`config.mk`:
```
export PLATFORM = sky130hd
export DESIGN_NAME = ifc_gated_counter
export DESIGN_NICKNAME = d
export VERILOG_FILES = /design/src/rtl/ifc_pkg.sv /design/src/rtl/ifc_input_front.sv /design/src/rtl/ifc_gate_timer.sv /design/src/rtl/ifc_sat_counter.sv /design/src/rtl/ifc_gated_counter.sv
export SDC_FILE = /design/constraint.sdc
export NUM_CORES = 1
export LEC_CHECK = 0
export BUFFER_PORTS_ARGS = -buffer_cell sky130_fd_sc_hd__clkbuf_2
export CELL_PAD_IN_SITES_DETAIL_PLACEMENT = 2
export CELL_PAD_IN_SITES_GLOBAL_PLACEMENT = 2
export CORE_MARGIN = 1
export CORE_UTILIZATION = 34
export DETAILED_ROUTE_END_ITERATION = 10
export PLACE_DENSITY_LB_ADDON = 0.15
export SLEW_MARGIN = 20
export SYNTH_ARGS = -nofsm -noshare
export SYNTH_HDL_FRONTEND = slang
export SYNTH_SLANG_ARGS = --single-unit
```
`constraint.sdc`:
```
create_clock -name clk -period 1.45 [get_ports clk]
set_input_delay 0.29 -clock clk [delete_from_list [all_inputs] [get_ports clk]]
set_output_delay 0.29 -clock clk [all_outputs]
set_load 0.01 [all_outputs]
```
`src/rtl/ifc_pkg.sv`:
```
package ifc_pkg;

  typedef enum logic [1:0] {
    GATE_1MS = 2'b00,
    GATE_4MS = 2'b01,
    GATE_8MS = 2'b10,
    GATE_RSV = 2'b11
  } gate_code_e;

  localparam logic [1:0] ADDR_CTRL  = 2'd0;
  localparam logic [1:0] ADDR_CNT_L = 2'd1;
  localparam logic [1:0] ADDR_CNT_H = 2'd2;

  localparam int CTRL_SRC   = 0;
  localparam int CTRL_GATE0 = 1;
  localparam int CTRL_START = 3;
  localparam int CTRL_IRQ   = 4;
  localparam int CTRL_OVF   = 5;

  localparam int BYTE_W = 8;
  localparam int READ_W = 2 * BYTE_W;

  // Gate length in milliseconds for each code; reserved code maps to the longest window.
  function automatic int unsigned gate_ms(gate_code_e code);
    case (code)
      GATE_1MS: return 1;
      GATE_4MS: return 4;
      default:  return 8;
    endcase
  endfunction

endpackage

```
`src/rtl/ifc_input_front.sv`:
```
module ifc_input_front #(
  parameter int SYNC_STAGES = 2
) (
  input  logic clk,
  input  logic rst_n,
  input  logic fm_in,
  input  logic am_in,
  input  logic sel_am,
  input  logic gate_open,
  input  logic clear,
  output logic cnt_pulse
);

  logic                   pin_sel;
  logic [SYNC_STAGES-1:0] sync_q;
  logic                   prev_q;
  logic                   div_q;
  logic                   div_d;
  logic                   rise;
  logic                   sync_out;

  assign pin_sel  = sel_am ? am_in : fm_in;
  assign sync_out = sync_q[SYNC_STAGES-1];

  // Synchronizer chain: stage 0 samples the selected pin, later stages shift.
  for (genvar g = 0; g < SYNC_STAGES; g++) begin : g_sync
    if (g == 0) begin : g_first
      always_ff @(posedge clk or negedge rst_n) begin
        if (!rst_n) sync_q[g] <= 1'b0;
        else        sync_q[g] <= pin_sel;
      end
    end else begin : g_next
      always_ff @(posedge clk or negedge rst_n) begin
        if (!rst_n) sync_q[g] <= 1'b0;
        else        sync_q[g] <= sync_q[g-1];
      end
    end
  end

  always_ff @(posedge clk or negedge rst_n) begin
    if (!rst_n) prev_q <= 1'b0;
    else        prev_q <= sync_out;
  end

  assign rise = sync_out & ~prev_q;

  // Divide-by-2 prescaler, only advanced by FM edges inside the gate.
  always_comb begin
    div_d = div_q;
    if (clear)
      div_d = 1'b0;
    else if (gate_open && rise && !sel_am)
      div_d = ~div_q;
  end

  always_ff @(posedge clk or negedge rst_n) begin
    if (!rst_n)                        div_q <= 1'b0;
    else if (clear || (gate_open && rise)) div_q <= div_d;
  end

  assign cnt_pulse = gate_open & rise & (sel_am | ~div_q);

endmodule

```
`src/rtl/ifc_gate_timer.sv`:
```
module ifc_gate_timer
  import ifc_pkg::*;
#(
  parameter int unsigned CLK_HZ = 50_000_000
) (
  input  logic       clk,
  input  logic       rst_n,
  input  logic       start,
  input  gate_code_e gate_code,
  output logic       gate_open,
  output logic       close_pulse
);

  localparam int unsigned TICKS_MS  = CLK_HZ / 1000;
  localparam int unsigned MAX_TICKS = 8 * TICKS_MS;
  localparam int          TW        = $clog2(MAX_TICKS + 1);

  logic [TW-1:0] rem_q, rem_d;
  logic          open_q, open_d;
  logic          tick_en;
  logic [TW-1:0] load_val;

  assign load_val    = TW'(gate_ms(gate_code) * TICKS_MS - 1);
  assign close_pulse = open_q && (rem_q == '0);
  assign tick_en     = open_q || start;

  always_comb begin
    open_d = open_q;
    rem_d  = rem_q;
    if (open_q) begin
      if (rem_q == '0) open_d = 1'b0;
      else             rem_d  = rem_q - 1'b1;
    end else if (start) begin
      open_d = 1'b1;
      rem_d  = load_val;
    end
  end

  always_ff @(posedge clk or negedge rst_n) begin
    if (!rst_n) begin
      open_q <= 1'b0;
      rem_q  <= '0;
    end else if (tick_en) begin
      open_q <= open_d;
      rem_q  <= rem_d;
    end
  end

  assign gate_open = open_q;

endmodule

```
`src/rtl/ifc_sat_counter.sv`:
```
module ifc_sat_counter #(
  parameter int CNT_W = 16
) (
  input  logic             clk,
  input  logic             rst_n,
  input  logic             clear,
  input  logic             inc,
  output logic [CNT_W-1:0] count,
  output logic             ovf
);

  localparam logic [CNT_W-1:0] CNT_MAX = '1;

  logic [CNT_W-1:0] cnt_q, cnt_d;
  logic             ovf_q, ovf_d;
  logic             at_max;
  logic             upd_en;

  assign at_max = (cnt_q == CNT_MAX);
  assign upd_en = clear || inc;

  always_comb begin
    cnt_d = cnt_q;
    ovf_d = ovf_q;
    if (clear) begin
      cnt_d = '0;
      ovf_d = 1'b0;
    end else if (inc) begin
      if (at_max) ovf_d = 1'b1;
      else        cnt_d = cnt_q + 1'b1;
    end
  end

  always_ff @(posedge clk or negedge rst_n) begin
    if (!rst_n) begin
      cnt_q <= '0;
      ovf_q <= 1'b0;
    end else if (upd_en) begin
      cnt_q <= cnt_d;
      ovf_q <= ovf_d;
    end
  end

  assign count = cnt_q;
  assign ovf   = ovf_q;

endmodule

```
`src/rtl/ifc_gated_counter.sv`:
```
module ifc_gated_counter
  import ifc_pkg::*;
#(
  parameter int unsigned CLK_HZ = 50_000_000,
  parameter int          CNT_W  = 16
) (
  input  logic       clk,
  input  logic       rst_n,
  input  logic       fm_in,
  input  logic       am_in,
  input  logic       wr_en,
  input  logic [1:0] addr,
  input  logic [7:0] wdata,
  output logic [7:0] rdata,
  output logic       irq
);

  // Reset: asserted asynchronously, released through two flops.
  logic rst_meta_q, rst_int_n;

  always_ff @(posedge clk or negedge rst_n) begin
    if (!rst_n) begin
      rst_meta_q <= 1'b0;
      rst_int_n  <= 1'b0;
    end else begin
      rst_meta_q <= 1'b1;
      rst_int_n  <= rst_meta_q;
    end
  end

  logic             gate_open;
  logic             close_pulse;
  logic             cnt_pulse;
  logic [CNT_W-1:0] count;
  logic             ovf;

  logic             ctrl_wr, mode_wr, start_acc, w1c;
  logic             src_q, src_d;
  gate_code_e       gate_q, gate_d;
  logic             irq_q, irq_d;
  logic [READ_W-1:0] cnt_ext;

  assign ctrl_wr   = wr_en && (addr == ADDR_CTRL);
  assign mode_wr   = ctrl_wr && !gate_open;
  assign start_acc = mode_wr && wdata[CTRL_START];
  assign w1c       = ctrl_wr && wdata[CTRL_IRQ];

  always_comb begin
    src_d  = src_q;
    gate_d = gate_q;
    if (mode_wr) begin
      src_d  = wdata[CTRL_SRC];
      gate_d = gate_code_e'(wdata[CTRL_GATE0 +: 2]);
    end
  end

  always_comb begin
    irq_d = irq_q;
    if (w1c)         irq_d = 1'b0;
    if (close_pulse) irq_d = 1'b1;
  end

  always_ff @(posedge clk or negedge rst_int_n) begin
    if (!rst_int_n) begin
      src_q  <= 1'b0;
      gate_q <= GATE_1MS;
    end else if (mode_wr) begin
      src_q  <= src_d;
      gate_q <= gate_d;
    end
  end

  always_ff @(posedge clk or negedge rst_int_n) begin
    if (!rst_int_n)              irq_q <= 1'b0;
    else if (w1c || close_pulse) irq_q <= irq_d;
  end

  ifc_input_front #(.SYNC_STAGES(2)) u_front (
    .clk       (clk),
    .rst_n     (rst_int_n),
    .fm_in     (fm_in),
    .am_in     (am_in),
    .sel_am    (src_q),
    .gate_open (gate_open),
    .clear     (start_acc),
    .cnt_pulse (cnt_pulse)
  );

  ifc_gate_timer #(.CLK_HZ(CLK_HZ)) u_timer (
    .clk         (clk),
    .rst_n       (rst_int_n),
    .start       (start_acc),
    .gate_code   (gate_code_e'(wdata[CTRL_GATE0 +: 2])),
    .gate_open   (gate_open),
    .close_pulse (close_pulse)
  );

  ifc_sat_counter #(.CNT_W(CNT_W)) u_cnt (
    .clk   (clk),
    .rst_n (rst_int_n),
    .clear (start_acc),
    .inc   (cnt_pulse),
    .count (count),
    .ovf   (ovf)
  );

  assign cnt_ext = READ_W'(count);

  always_comb begin
    case (addr)
      ADDR_CTRL:  rdata = {2'b00, ovf, irq_q, gate_open, gate_q, src_q};
      ADDR_CNT_L: rdata = cnt_ext[BYTE_W-1:0];
      ADDR_CNT_H: rdata = cnt_ext[READ_W-1:BYTE_W];
      default:    rdata = 8'h00;
    endcase
  end

  assign irq = irq_q;

endmodule

```
==> results of run 1 <==
cell usage after synthesis, drive strengths merged, types with 10 or more instances:
library cell and count:
o21ai 12, nand3 14, nand4 10, mux2i 11
nand2 21, clkbuf 10, and3 13, xor2 12
nor2 29, dfrtp 47
repair_timing:
action | CTS
hold endpoints to repair | 2
cloned | 0
resized for setup | 119
pin swaps | 55
setup buffers | 17
hold buffers | 1
endpoints found under the setup margin | 46
cell families after synthesis:
kind of cell,after synthesis
AND/OR/NAND/NOR,133
flip-flops,47
AO/OA/AOI/OAI,46
buffers and inverters,23
XOR/XNOR,16
multiplexers,16
adder cells (fa/ha/maj),5
other,1
through the flow:
stage / hold slack [ns] / TNS [ns] / util
4_1_cts: 0.2044 / -12.69 / 0.5782
3_5_place_dp: 0.08009 / -14.54 / 0.4858
3_3_place_gp: 0.07794 / -12.44 / 0.4858
2_1_floorplan: -0.005591 / -7.786 / -
==> results by group, run 1 <==
Synth
  • Post-Synth Simple-Gate Area: 0.2731
  • Seq/Total Area, Yosys: 0.4330
  • Synth Cell Area: around 2700 um2
  • Compound-gate portion of the synthesized area: 0.1207
  • Net Count, Synth: 307
  • Largest cells by area after synthesis: dfrtp_1 (43%), mux2i_1 (4.1%), nor2_1 (3.9%), xor2_1 (3.9%), and3_1 (3.0%)
  • Main flop type after synthesis: dfrtp_1
  • Yosys top cell area share: 0.4330
  • Synth Area in XOR/XNOR: 0.05159
  • Synth warn: 0
  • Yosys reg bits: 47
  • Number of flops mapped to enable cells by yosys: 0
  • FFs w/ async S/R, synth: 1.000
  • Mux cell area share after synthesis: 0.06126
  • Area leader, netlist: dfrtp_1
  • Post-Synth Adder-Cell Area: 0.02303
  • Synth cell types: 52
  • Synthesized instance count: 287
  • Synthesized area per cell: approximately 9.5 um2
  • Main combinational cell family by area after synthesis: simple AND/OR/NAND/NOR gates

Outcome
  • Failed at: global routing
  • Outcome: aborted with a tool error
  • Tool Error: [ERROR DPL-0033] detailed placement checks failed during check placement.

Floorplanning
  • Starting density of the core: 0.3515
  • FP Rows: 32
  • Die height: 91.38 um
  • # IOs: 24
  • Die width: 91.38 um

Global route
  • Initial antenna violation count: 0
  • Largest net degree at the start of global routing: 33

Clocking
  • Max Buffers Root-to-Sink: 2
  • Cts bufs inserted: 5
  • Sink Count: 47
  • H-tree Lvls: 2
  • Root Buffer: clkbuf_8

Placement
  • Placer Congestion: 0.8086
  • IO Port Bufs: 20
  • Dpl cells: 497
  • Dpl ws: -0.6225 ns
  • Post-DP HPWL: 7.827 mm
  • Post-place instance area: 3754 um2

Timing
  • Worst_ep grt: u_timer.rem_q[13]$_DFFE_PN0P_/D
  • Worst endpoint type: register data pin
==> inputs of run 2 (changes only) <==
Settings changed: CELL_PAD_IN_SITES_DETAIL_PLACEMENT 2 to not set, CELL_PAD_IN_SITES_GLOBAL_PLACEMENT 2 to not set, CORE_UTILIZATION 34 to 40.
Clock period 1.45 ns to 1.9 ns, I/O delays scaled along.
==> results by group, run 2 <==
Route
  • Residual DRC: 4
  • 1st-pass router iterations: 8
  • Drt wl/cell: 16.39 um
  • Routed Antenna Nets: 0
  • Vias post-DR: 2452
  • Routed Wire Length: 7.178 mm
  • Initial DRC count: 155
  • Vias per inst: 5.598

Floorplanning
  • # IOs: 24
  • Die area: 7124 um2
  • Placeable core area: 6459 um2
  • Die height: around 84 um
  • FP Rows: 29
  • Die width: 84.41 um
  • Starting density of the core: 0.4206

Timing
  • Period minus WS final: 1.944 ns
  • Min Hold Slack: ~0.15 ns
  • Pins Over Slew Limit: 0
  • Skew final: 0.01063 ns
  • Final Hold Vio Count: 0
  • Tcrit/Tclk final: 1.023
  • Final setup fails: 5
  • Max Freq: 514.3 MHz
  • RSZ-0062 raised after global routing: true
  • Slack of the critical path: -0.04438 ns

Finish
  • Top reg by flops: u_timer.rem_q
  • Most frequent cells in the layout: buf_4 (57), dfrtp_1 (46), nor2_1 (27), nand2_1 (21), clkbuf_2 (20)
  • # diodes: 0
  • Commonest non-fill, non-tap cell in the layout: buf_4
  • Number of flip-flops in the largest register: 19
  • Layout cells sized above 1: 0.3324
  • Nets: 380
  • Util after Layout: 0.5544
  • Area Growth Syn to Fin: 31.83%

Clocking
  • Cts bufs inserted: 5
  • H-tree Lvls: 2
  • Sink Count: 47
  • Root Buffer: clkbuf_8
  • Worst-Skew Late Latency: 0.31 ns
  • CTS tree: built
  • Clock transition at path regs: 0.10 ns
  • Max Buffers Root-to-Sink: 2

Pwr
  • Switch share: 0.3554
  • Leakage power: 1.676 nW
  • Power Density: around 1100 nW/um2
  • P_sw: 0.001359 W
  • Reg power frac: 0.413
  • Internal power: 0.002465 W
  • Power consumption: 0.003823 W
  • Comb power frac: 0.409
  • Part of the power in the clock network: 0.178
  • Worst ir drop on vdd: 0.0005426 V

Critical path
  • Worst-path fanout max: 4
  • Crit-path cells: or3_4, or3_4, or3_4, or3_1, nand3_2
  • Reg-to-Reg Start: u_timer.rem_q[11]
  • Crit-path leading delay family: simple AND/OR/NAND/NOR gates
  • Worst Path Arrival: 2.19 ns
  • Reg2reg end: u_timer.rem_q[17]
  • Slowest stage cell, crit path: or3_4
  • Critical Path RT: 2.14 ns
  • Crit path largest cell delay: approximately 0.40 ns
  • CP Buf/Inv Count: 0
  • R2R depth: 5
  • Crit end category: flip-flop
  • Worst setup path category: flip-flop to flip-flop
  • Reg-to-reg setup timing slack: -0.04 ns
  • Crit-path most repeated cell: or3_4
  • Crit start category: flip-flop

Synth
  • Synth top cells by count: dfrtp_1 (47), nor2_1 (28), nand2_1 (21)
  • Seq/Total Area, Yosys: 0.4330
  • Synth Cell Area: 2716 um2
  • Synthesized area per cell: 9.465 um2
  • Synth cell types: 52
  • Top-count cell post-synth: dfrtp_1
  • Yosys top cell area share: 0.4330
  • FFs w/ async S/R, synth: 1.000
  • Yosys reg bits: 47
  • Synth warn: 0
  • Area leader, netlist: dfrtp_1
  • Net Count, Synth: 307
  • Synthesized instance count: 287
  • Main flop type after synthesis: dfrtp_1
  • Number of flops mapped to enable cells by yosys: 0
  • Largest cells by area after synthesis: dfrtp_1 (43%), mux2i_1 (4.1%), nor2_1 (3.9%), xor2_1 (3.9%), and3_1 (3.0%)

Global route
  • First-pass GRT wire length: 12.04 mm
  • All-Layer GR Usage: 0.2151
  • Gr ovfl total: 0
  • Initial antenna violation count: 0
  • Number of global-route vias before repair: 2512
  • Largest net degree at the start of global routing: 34

Outcome
  • Failing checks: design-rule violations, negative setup slack
  • Outcome: finished with violations

Placement
  • Post-DP HPWL: 5.335 mm
  • Placer Congestion: 0.8349
  • IO Port Bufs: 20

Job
  • Maxcap violations: 0

Hold path
  • Type of the worst min-delay path: flip-flop to asynchronous set/reset pin
## run 2: cell counts after synthesis
No cell type changed its count.
## run 2: worst max-delay path by stage
stage | from | to | slack [ns] | depth (start not counted)
global placement | u_timer.rem_q[9] | u_timer.rem_q[2] | -0.12 | 6
CTS | u_timer.rem_q[13] | u_timer.rem_q[17] | -0.03 | 5
global route | u_timer.rem_q[9] | u_timer.rem_q[2] | -0.11 | 6
floorplan | u_timer.rem_q[10] | u_timer.rem_q[13] | -0.08 | 6
finish | u_timer.rem_q[11] | u_timer.rem_q[17] | -0.04 | 5
detailed placement | u_timer.rem_q[9] | u_timer.rem_q[0] | -0.16 | 5
## run 2: logic make-up after synthesis
group / count (synthesis) / synth area share
compound gates: 46 / 0.1207
other cells: 1 / 0.001381
fa+ha+maj: 5 / 0.02303
xor+xnor: 16 / 0.05159
mux: 16 / 0.06126
simple gates: 133 / 0.2731
buf+inv: 23 / 0.03593
flops: 47 / 0.4330
## run 2: per-layer routing
metal,track usage,wire length (um),up-vias,share of wire
met1,0.3149,3590,1196,0.50
met5,0,0,-,0
met4,0.05393,56,0,0.0078
met3,0.03540,319,4,0.044
met2,0.3338,3212,59,0.45
li1,-,-,1193,-
## run 2: what timing repair did
item,in CTS,in global routing
hold buffers,1,0
setup buffers,0,2
gates cloned,0,0
resized for setup,12,14
hold endpoints to repair,2,0
setup endpoints to repair,17,17
pin swaps,1,2
## run 2: area by class of cell
cell class,count,area [um2]
Clock buffer,7,96.34
Tap cell,77,96.34
Fill cell,610,2878
Clock inverter,1,7.507
Multi-Input combinational cell,217,1600
Inverter,9,33.78
Sequential cell,47,1177
Timing Repair Buffer,80,569.3
## run 2: power groups by stage
stage               Combinational [W]  Sequential (W)  Clock (W)
finish                        0.00156         0.00158   0.000681
global route                  0.00173         0.00164   0.000730
CTS                           0.00146         0.00157   0.000695
detailed placement            0.00142         0.00157          0
global placement              0.00138         0.00156          0
floorplan                    0.000794         0.00157          0
## run 2: metrics by stage
step	setup slack, ns	area, um2	TNS (ns)	instances
global route	-0.1101	3581	-0.7014	438
CTS	-0.03489	3482	-0.07216	436
detailed placement	-0.1560	3321	-1.318	427
global placement	-0.1191	3321	-0.7486	427
floorplan	-0.08444	2740	-0.1722	287
finish	-0.04438	3581	-0.1294	438
## run 2: worst reg2reg max path: stages (launching register included)
cell and delay [ns]:
dfrtp_1 0.39, or3_4 0.40, or3_4 0.35, or3_4 0.36, or3_1 0.33, nand3_2 0.06
(Power assumes the default switching activity.)
